**src/rtl/raw10_depack_pkg.sv**
```systemverilog
// Package: shared constants and types for the RAW10 depacker.
// Assumes two lanes of eight bits, ten-bit pixels, four pixels per group.
package raw10_depack_pkg;

    parameter int unsigned BYTE_W      = 8;
    parameter int unsigned LANES       = 2;
    parameter int unsigned PIX_W       = 10;
    parameter int unsigned PIX_PER_GRP = 4;

    localparam int unsigned LSB_W      = PIX_W - BYTE_W;
    localparam int unsigned GRP_BYTES  = PIX_PER_GRP + 1;
    localparam int unsigned WORD_W     = LANES * BYTE_W;
    localparam int unsigned OUT_W      = PIX_PER_GRP * PIX_W;
    localparam int unsigned HOLD_BYTES = GRP_BYTES - 1;

    typedef logic [BYTE_W-1:0] byte_t;
    typedef byte_t [GRP_BYTES-1:0] group_t;
    typedef byte_t [HOLD_BYTES-1:0] hold_t;

    // Five valid words per cycle; two groups end in PH_A2 and PH_B1.
    typedef enum logic [2:0] {
        PH_A0 = 3'd0,
        PH_A1 = 3'd1,
        PH_A2 = 3'd2,
        PH_B0 = 3'd3,
        PH_B1 = 3'd4
    } phase_e;

endpackage

```
**src/rtl/raw10_phase_ctl.sv**
```systemverilog
// Module: raw10_phase_ctl
// Tracks where the next valid word falls inside the five-word cycle.
// Assumes frame_sync wins over word_vld in the same cycle (word discarded).
module raw10_phase_ctl
    import raw10_depack_pkg::*;
(
    input  logic   clk,
    input  logic   rst_n,
    input  logic   word_vld,
    input  logic   frame_sync,
    output logic   take,
    output phase_e phase
);

    // Accept a word only when no restart is requested in the same cycle.
    always_comb begin
        take = word_vld && !frame_sync;
    end

    // Step the phase once per accepted word; restart on sync or reset.
    always_ff @(posedge clk) begin
        if (!rst_n) begin
            phase <= PH_A0;
        end else if (frame_sync) begin
            phase <= PH_A0;
        end else if (take) begin
            case (phase)
                PH_A0:   phase <= PH_A1;
                PH_A1:   phase <= PH_A2;
                PH_A2:   phase <= PH_B0;
                PH_B0:   phase <= PH_B1;
                default: phase <= PH_A0;
            endcase
        end
    end

endmodule

```
**src/rtl/raw10_byte_gather.sv**
```systemverilog
// Module: raw10_byte_gather
// Holds up to four earlier bytes and forms a five-byte group when the
// current word completes one. Assumes the low byte of a word is earlier.
module raw10_byte_gather
    import raw10_depack_pkg::*;
(
    input  logic              clk,
    input  logic              rst_n,
    input  logic              frame_sync,
    input  logic              take,
    input  phase_e            phase,
    input  logic [WORD_W-1:0] word,
    output group_t            grp,
    output logic              grp_done
);

    hold_t hold;
    byte_t lo_b;
    byte_t hi_b;

    // Split the incoming word into its earlier and later byte.
    always_comb begin
        lo_b = word[BYTE_W-1:0];
        hi_b = word[WORD_W-1:BYTE_W];
    end

    // Store bytes by phase; in PH_A2 the high byte becomes the carried residue.
    always_ff @(posedge clk) begin
        if (!rst_n) begin
            hold <= '0;
        end else if (frame_sync) begin
            hold <= '0;
        end else if (take) begin
            case (phase)
                PH_A0: begin
                    hold[0] <= lo_b;
                    hold[1] <= hi_b;
                end
                PH_A1: begin
                    hold[2] <= lo_b;
                    hold[3] <= hi_b;
                end
                PH_A2: begin
                    hold[0] <= hi_b;
                end
                PH_B0: begin
                    hold[1] <= lo_b;
                    hold[2] <= hi_b;
                end
                default: begin
                    hold <= hold;
                end
            endcase
        end
    end

    // Assemble the finished group from held bytes plus the current word.
    always_comb begin
        if (phase == PH_B1) begin
            grp[0] = hold[0];
            grp[1] = hold[1];
            grp[2] = hold[2];
            grp[3] = lo_b;
            grp[4] = hi_b;
        end else begin
            grp[0] = hold[0];
            grp[1] = hold[1];
            grp[2] = hold[2];
            grp[3] = hold[3];
            grp[4] = lo_b;
        end
        grp_done = take && ((phase == PH_A2) || (phase == PH_B1));
    end

endmodule

```
**src/rtl/raw10_pixel_unpack.sv**
```systemverilog
// Module: raw10_pixel_unpack
// Pure combinational rearrangement of one five-byte group into four pixels.
// Assumes the last byte of the group carries all low-order bit pairs.
module raw10_pixel_unpack
    import raw10_depack_pkg::*;
(
    input  group_t            grp,
    output logic [OUT_W-1:0]  pixels
);

    localparam int unsigned LSB_BYTE = GRP_BYTES - 1;

    // One slice per pixel: high bits from its own byte, low bits from the shared byte.
    for (genvar i = 0; i < PIX_PER_GRP; i++) begin : g_pix
        always_comb begin
            pixels[i*PIX_W +: PIX_W] = {grp[i], grp[LSB_BYTE][i*LSB_W +: LSB_W]};
        end
    end

endmodule

```
**src/rtl/raw10_depack_top.sv**
```systemverilog
// Module: raw10_depack_top
// RAW10 depacker for a two-lane 16-bit payload stream. Emits four pixels
// per group, registered, one clock after the completing word.
// Assumes the upstream unpacker keeps words in stream order.
module raw10_depack_top
    import raw10_depack_pkg::*;
(
    input  logic              clk,
    input  logic              rst_n,
    input  logic [WORD_W-1:0] word_in,
    input  logic              word_vld,
    input  logic              frame_sync,
    output logic [OUT_W-1:0]  pix_out,
    output logic              pix_vld
);

    logic             take;
    phase_e           phase;
    group_t           grp;
    logic             grp_done;
    logic [OUT_W-1:0] pixels;

    raw10_phase_ctl u_phase (
        .clk        (clk),
        .rst_n      (rst_n),
        .word_vld   (word_vld),
        .frame_sync (frame_sync),
        .take       (take),
        .phase      (phase)
    );

    raw10_byte_gather u_gather (
        .clk        (clk),
        .rst_n      (rst_n),
        .frame_sync (frame_sync),
        .take       (take),
        .phase      (phase),
        .word       (word_in),
        .grp        (grp),
        .grp_done   (grp_done)
    );

    raw10_pixel_unpack u_unpack (
        .grp    (grp),
        .pixels (pixels)
    );

    // Register the rebuilt pixels; hold the last group between strobes.
    always_ff @(posedge clk) begin
        if (!rst_n) begin
            pix_out <= '0;
            pix_vld <= 1'b0;
        end else begin
            pix_vld <= grp_done;
            if (grp_done) begin
                pix_out <= pixels;
            end
        end
    end

endmodule

```
**config.mk**
```make
export PLATFORM = sky130hd
export DESIGN_NAME = raw10_depack_top
export DESIGN_NICKNAME = d
export VERILOG_FILES = /design/src/rtl/raw10_depack_pkg.sv /design/src/rtl/raw10_phase_ctl.sv /design/src/rtl/raw10_byte_gather.sv /design/src/rtl/raw10_pixel_unpack.sv /design/src/rtl/raw10_depack_top.sv
export SDC_FILE = /design/constraint.sdc
export NUM_CORES = 1
export LEC_CHECK = 0
export BUFFER_PORTS_ARGS = -buffer_cell sky130_fd_sc_hd__buf_2
export CAP_MARGIN = 0
export CORE_AREA = 2 2 113 115
export CTS_CLUSTER_DIAMETER = 120
export DETAILED_ROUTE_END_ITERATION = 6
export DIE_AREA = 0 0 115 117
export PLACE_DENSITY = 0.45
export SETUP_SLACK_MARGIN = 0.3
export SYNTH_ARGS = -nofsm -noshare
export SYNTH_HDL_FRONTEND = slang
export SYNTH_SLANG_ARGS = --single-unit
export TNS_END_PERCENT = 5
```
**constraint.sdc**
```tcl
create_clock -name clk -period 3.7 [get_ports clk]
set_input_delay 0.74 -clock clk [delete_from_list [all_inputs] [get_ports clk]]
set_output_delay 0.74 -clock clk [all_outputs]
set_load 0.02 [all_outputs]
```
# Yosys cells after proc, flatten, opt, wreduce, memory -nomap -nowiden
# Cells that the tools add are included.
# word_totals
register_bits	76
out_inout_bits	41
# op_classes
mux	5
bitwise_logic	1
n_reduce_logical	13
n_eq_ne	4
# ops
operator	count
$pmux 8 s2	3
$mux 40	1
$pmux 3 s4	1
$reduce_and 2->1	4
$eq 3x2->1 const B	2
$reduce_bool 2->1	3
$eq 3x1->1 const B	1
$eq 3x3->1 const B	1
$logic_not 3->1	1
$logic_and 1x1->1	2
$reduce_or 2->1	1
$logic_not 1->1	1
$logic_or 1x1->1	1
$not 1->1	1

# Logic depth before layout (Yosys ltp)
# depth
depth_word	3
depth_mapped	5

# Cells and area by module
# Synthesis repeated with hierarchy kept, for this count alone.
# hier_totals
cells_unflattened	366
hier_area_um2	3863.7
# modules_own_cells
mod	area_per_inst_um2	cells_each	n_inst
raw10_byte_gather	1838.0	180	1
raw10_depack_top	1584.0	131	1
raw10_pixel_unpack	300.3	40	1
raw10_phase_ctl	141.4	15	1

# Worst setup path before layout
# No wires, ideal clock.
# synth_path
path_type	input port to flip-flop
startpoint	in frame_sync
endpoint	reg pix_out[22]
path_slack_ns	1.936
setup_ns	0.132
arrival_time_ns	1.632
n_path_buf	2
required_ns	3.568
cell_stages	5
path_cell_list	or3b_1 > buf_2 > clkbuf_1 > o21ai_0 > a21oi_1
# synth_between
elab_chain_len	3
# synth_rtl
item	line_no	rtl
start, declared	raw10_depack_top.sv:12	input logic frame_sync,
$logic_not 1->1	raw10_phase_ctl.sv:17	take = word_vld && !frame_sync;
$logic_and 1x1->1	raw10_phase_ctl.sv:17	
$logic_and 1x1->1	raw10_byte_gather.sv:72	grp_done = take && ((phase == PH_A2) || (phase == PH_B1));
end signal, assigned	raw10_depack_top.sv:56	pix_out <= pixels;
end, declared	raw10_depack_top.sv:13	output logic [OUT_W-1:0] pix_out,
# No other way between the ends.
# A chain may end at the register's enable or synchronous reset.

# Worst setup path in the final report
# layout_path
startpoint	in word_vld
endpoint	reg pix_out[7]
# layout_between
elab_chain_len	2
# layout_rtl
item	line_no	rtl
start, declared	raw10_depack_top.sv:11	input logic word_vld,
$logic_and 1x1->1	raw10_phase_ctl.sv:17	
$logic_and 1x1->1	raw10_byte_gather.sv:72	
# No other way between the ends.

==> flow_metrics.env <==
export IMPL_cp_max_fo=25
export IMPL_place_area_mm2=0.00377
export IMPL_critPathCapture="pix_out[7]"
export IMPL_cts_htree_levels=3
export IMPL_clock_path_buffers=2
export IMPL_vias=2891
export IMPL_synth_seq_area_share_pct=45.1
export IMPL_finalHoldViolCount=0
export IMPL_cts_resized=0
export IMPL_regArea_mm2=0.00152
export IMPL_antenna_found_initial=0
export IMPL_p_seq_share_pct=45.2
export IMPL_num_fill_cells=1280
export IMPL_fin_nets=427
export IMPL_synth_edf_count=0
export IMPL_cp_slowest_cell="or3b_1"
export IMPL_routed_via_density=5.14
export IMPL_synth_top_area_cell="dfxtp_1"
export IMPL_netlist_area_mm2=0.00338
export IMPL_reg2reg_depth=3
export IMPL_ctsHoldBuffers=0
export IMPL_cts_clk_slew_worst_paths_ns=0.06
export IMPL_p_switching_w=0.000434
export IMPL_sw_frac_of_total_pct=23.5
export IMPL_yosys_top_cells_count="dfxtp_1, a21oi_1, o21ai_0"
export IMPL_arrival_ns=2.32
export IMPL_drt_initial_drc_count=207
export IMPL_final_util_pct=33.1
export IMPL_power_density_mw_per_mm2=453
export IMPL_final_area_mm2=0.00407
export IMPL_yosysTopAreaCellShare_pct=45.1
export IMPL_dp_final_hpwl_um=6680
export IMPL_drt_first_pass_iters=4
export IMPL_async_reset_ff_share_pct=0
export IMPL_worstReg2RegEnd="pix_out[27]"
export IMPL_max_freq_mhz=475
export IMPL_drc_errors=0
export IMPL_crit_buf_inv=2
export IMPL_rows=41
export IMPL_cts_setup_buffers=0
export IMPL_post_drt_wl_per_cell_um=17.1
export IMPL_grtUsageTotal_pct=14.7
export IMPL_overflow=0
export IMPL_finClkSkew_ns=0.00428
export IMPL_synth_area_leaders="dfxtp_1, a21oi_1, o21ai_0, nand3_1, nand2b_1"
export IMPL_maxSlewViolCount=0
export IMPL_outcome="finished, final reports clean"
export IMPL_cts_tree="built"
export IMPL_grt_pass1_vias=2690
export IMPL_cp_end_kind="register"
export IMPL_critical_path_cell_chain="buf_2 > or3b_1 > buf_4 > o21ai_0 > a21oi_1"
export IMPL_gp_congestion=0.785
export IMPL_setup_worst_path_start="word_vld"
export IMPL_ff2ff_setup_slack_ns=1.67
export IMPL_ys_seq_elements=76
export IMPL_cts_sinks=76
export IMPL_crit_cells=5
export IMPL_slowest_delay_ns=0.72
export IMPL_p_leak_nw=1.66
export IMPL_grt_max_degree=50
export IMPL_synth_cell_type_count=39
export IMPL_syn_num_nets=381
export IMPL_synth_area_per_cell_um2=9.35
export IMPL_die_area_mm2=0.0135
export IMPL_power_report_internal_total_w=0.00141
export IMPL_yosysWarnings=0
export IMPL_crit_family="simple AND/OR/NAND/NOR gates"
export IMPL_cts_root_buf="clkbuf_16"
export IMPL_setup_viol=0
export IMPL_pwr_share_clk_pct=48.3
export IMPL_area_growth_synth_to_final_pct=20.6
export IMPL_cp_required_ns=3.92
export IMPL_hp_class="register to register"
export IMPL_drt_wl_total_um=9590
export IMPL_ant_nets=0
export IMPL_port_buffers=60
export IMPL_yosysMostFrequentCell="dfxtp_1"
export IMPL_path_class="input port to register"
export IMPL_insertion_delay_ns=0.33
export IMPL_initial_core_util_pct=27.4
export IMPL_r2r_start="u_phase.phase[2]"
export IMPL_worst_slew_pin_slew_ns=1.03
export IMPL_start_kind="input port"
export IMPL_die_h_um=117
export IMPL_io_pins=61
export IMPL_synthesis_instances=361
export IMPL_grt_pass1_wl_um=15200
export IMPL_fin_tns_setup_ns=0
export IMPL_ys_flop_type="dfxtp_1"
export IMPL_period_needed_ns=2.11
export IMPL_slew_headroom_pct=31.1
export IMPL_fp_dieW_um=115
export IMPL_maxCapViolCount=0
export IMPL_drive_gt1_share_pct=24.0
export IMPL_multiInputGateArea_mm2=0.00168
export IMPL_numCtsBuffers=9
export IMPL_peakVddDrop_mv=0.300
export IMPL_rsz0062_at_grt="false"
export IMPL_coreArea_mm2=0.0123
export IMPL_fin_crit_sh_pct=56.9
export IMPL_combPwrFrac_pct=6.6
export IMPL_antenna_cells=0
[worst reg2reg max path, stage by stage, from the launching register on]
cell     delay [ns]
dfxtp_1        0.75
xor2_2         0.86
nand3_1        0.20
a21oi_1        0.16
[logic make-up after synthesis]
logic type	count (synthesis)	share of synthesized area, %
AO/OA/AOI/OAI	140	28.9
XOR/XNOR	2	0.964
buffers and inverters	37	5.11
flip-flops	76	45.1
multiplexers	2	0.630
AND/OR/NAND/NOR	104	19.4
[how the worst min path moves through the flow]
stage                      start                 to  cells after the start
4_1_cts        u_gather.hold[21]  u_gather.hold[21]                      1
6_report              pix_out[2]         pix_out[2]                      2
3_5_place_dp   u_gather.hold[21]  u_gather.hold[21]                      1
5_1_grt        u_gather.hold[21]  u_gather.hold[21]                      1
3_3_place_gp   u_gather.hold[22]  u_gather.hold[22]                      1
2_1_floorplan  u_gather.hold[16]  u_gather.hold[16]                      1
[layout by cell type (no fill, tap or decap), types with 2 or more instances in the layout]
cell type	netlist	layout
nand3_1	33	33
a22o_1	8	8
nand2b_1	22	22
a21oi_1	41	41
clkbuf_16	0	9
o21a_1	8	8
nor2_1	12	12
o22a_1	8	8
and3b_1	8	8
buf_4	2	9
o211a_1	8	8
inv_1	2	2
buf_2	15	60
o221a_1	11	11
nor3b_1	7	7
nand3b_1	3	3
o21ai_1	3	3
dfxtp_1	76	76
o21ai_0	37	37
a32o_1	8	8
o221a_2	5	5
nor3b_2	4	4
nor3_1	9	9
[registers in the layout (all words and copies together), names as in the netlist]
signal	count
u_phase.phase	3
u_gather.hold	32
pix_vld	1
pix_out	40
[power by group through the flow]
stage | sequential [W] | combinational (W) | clock, W
after floorplan | 0.000851 | 0.0000745 | 0
after global placement | 0.000851 | 0.000122 | 0
after detailed placement | 0.000851 | 0.000122 | 0
after CTS | 0.000833 | 0.000123 | 0.000911
after global routing | 0.000834 | 0.000133 | 0.000948
final | 0.000833 | 0.000121 | 0.000890
[area by class of cell]
type,instances,area share [%]
Multi-Input combinational cell,248,41.3
Clock buffer,11,5.96
Sequential cell,76,37.3
Clock inverter,5,1.47
Tap cell,150,4.61
Inverter,3,0.276
Timing Repair Buffer,69,9.03
[routing by layer]
| metal | vias up | share of wire (%) | GRT usage [%] |
|---|---|---|---|
| met5 | - | 0 | 0 |
| met4 | 0 | 0.95 | 4.10 |
| met3 | 9 | 6.6 | 4.38 |
| met2 | 87 | 43 | 21.9 |
| met1 | 1354 | 50 | 20.7 |
| li1 | 1441 | - | - |
[stage by stage]
step	std cells	power (W)	worst slack, ns	hold WS, ns
after floorplan	361	0.000926	1.94	0.442
after global placement	546	0.000973	1.24	0.459
after detailed placement	546	0.000974	1.23	0.457
after CTS	562	0.00187	1.57	0.473
after global routing	562	0.00192	1.44	0.479
final	562	0.00185	1.59	0.470
Power figures use the tool's default switching activity.
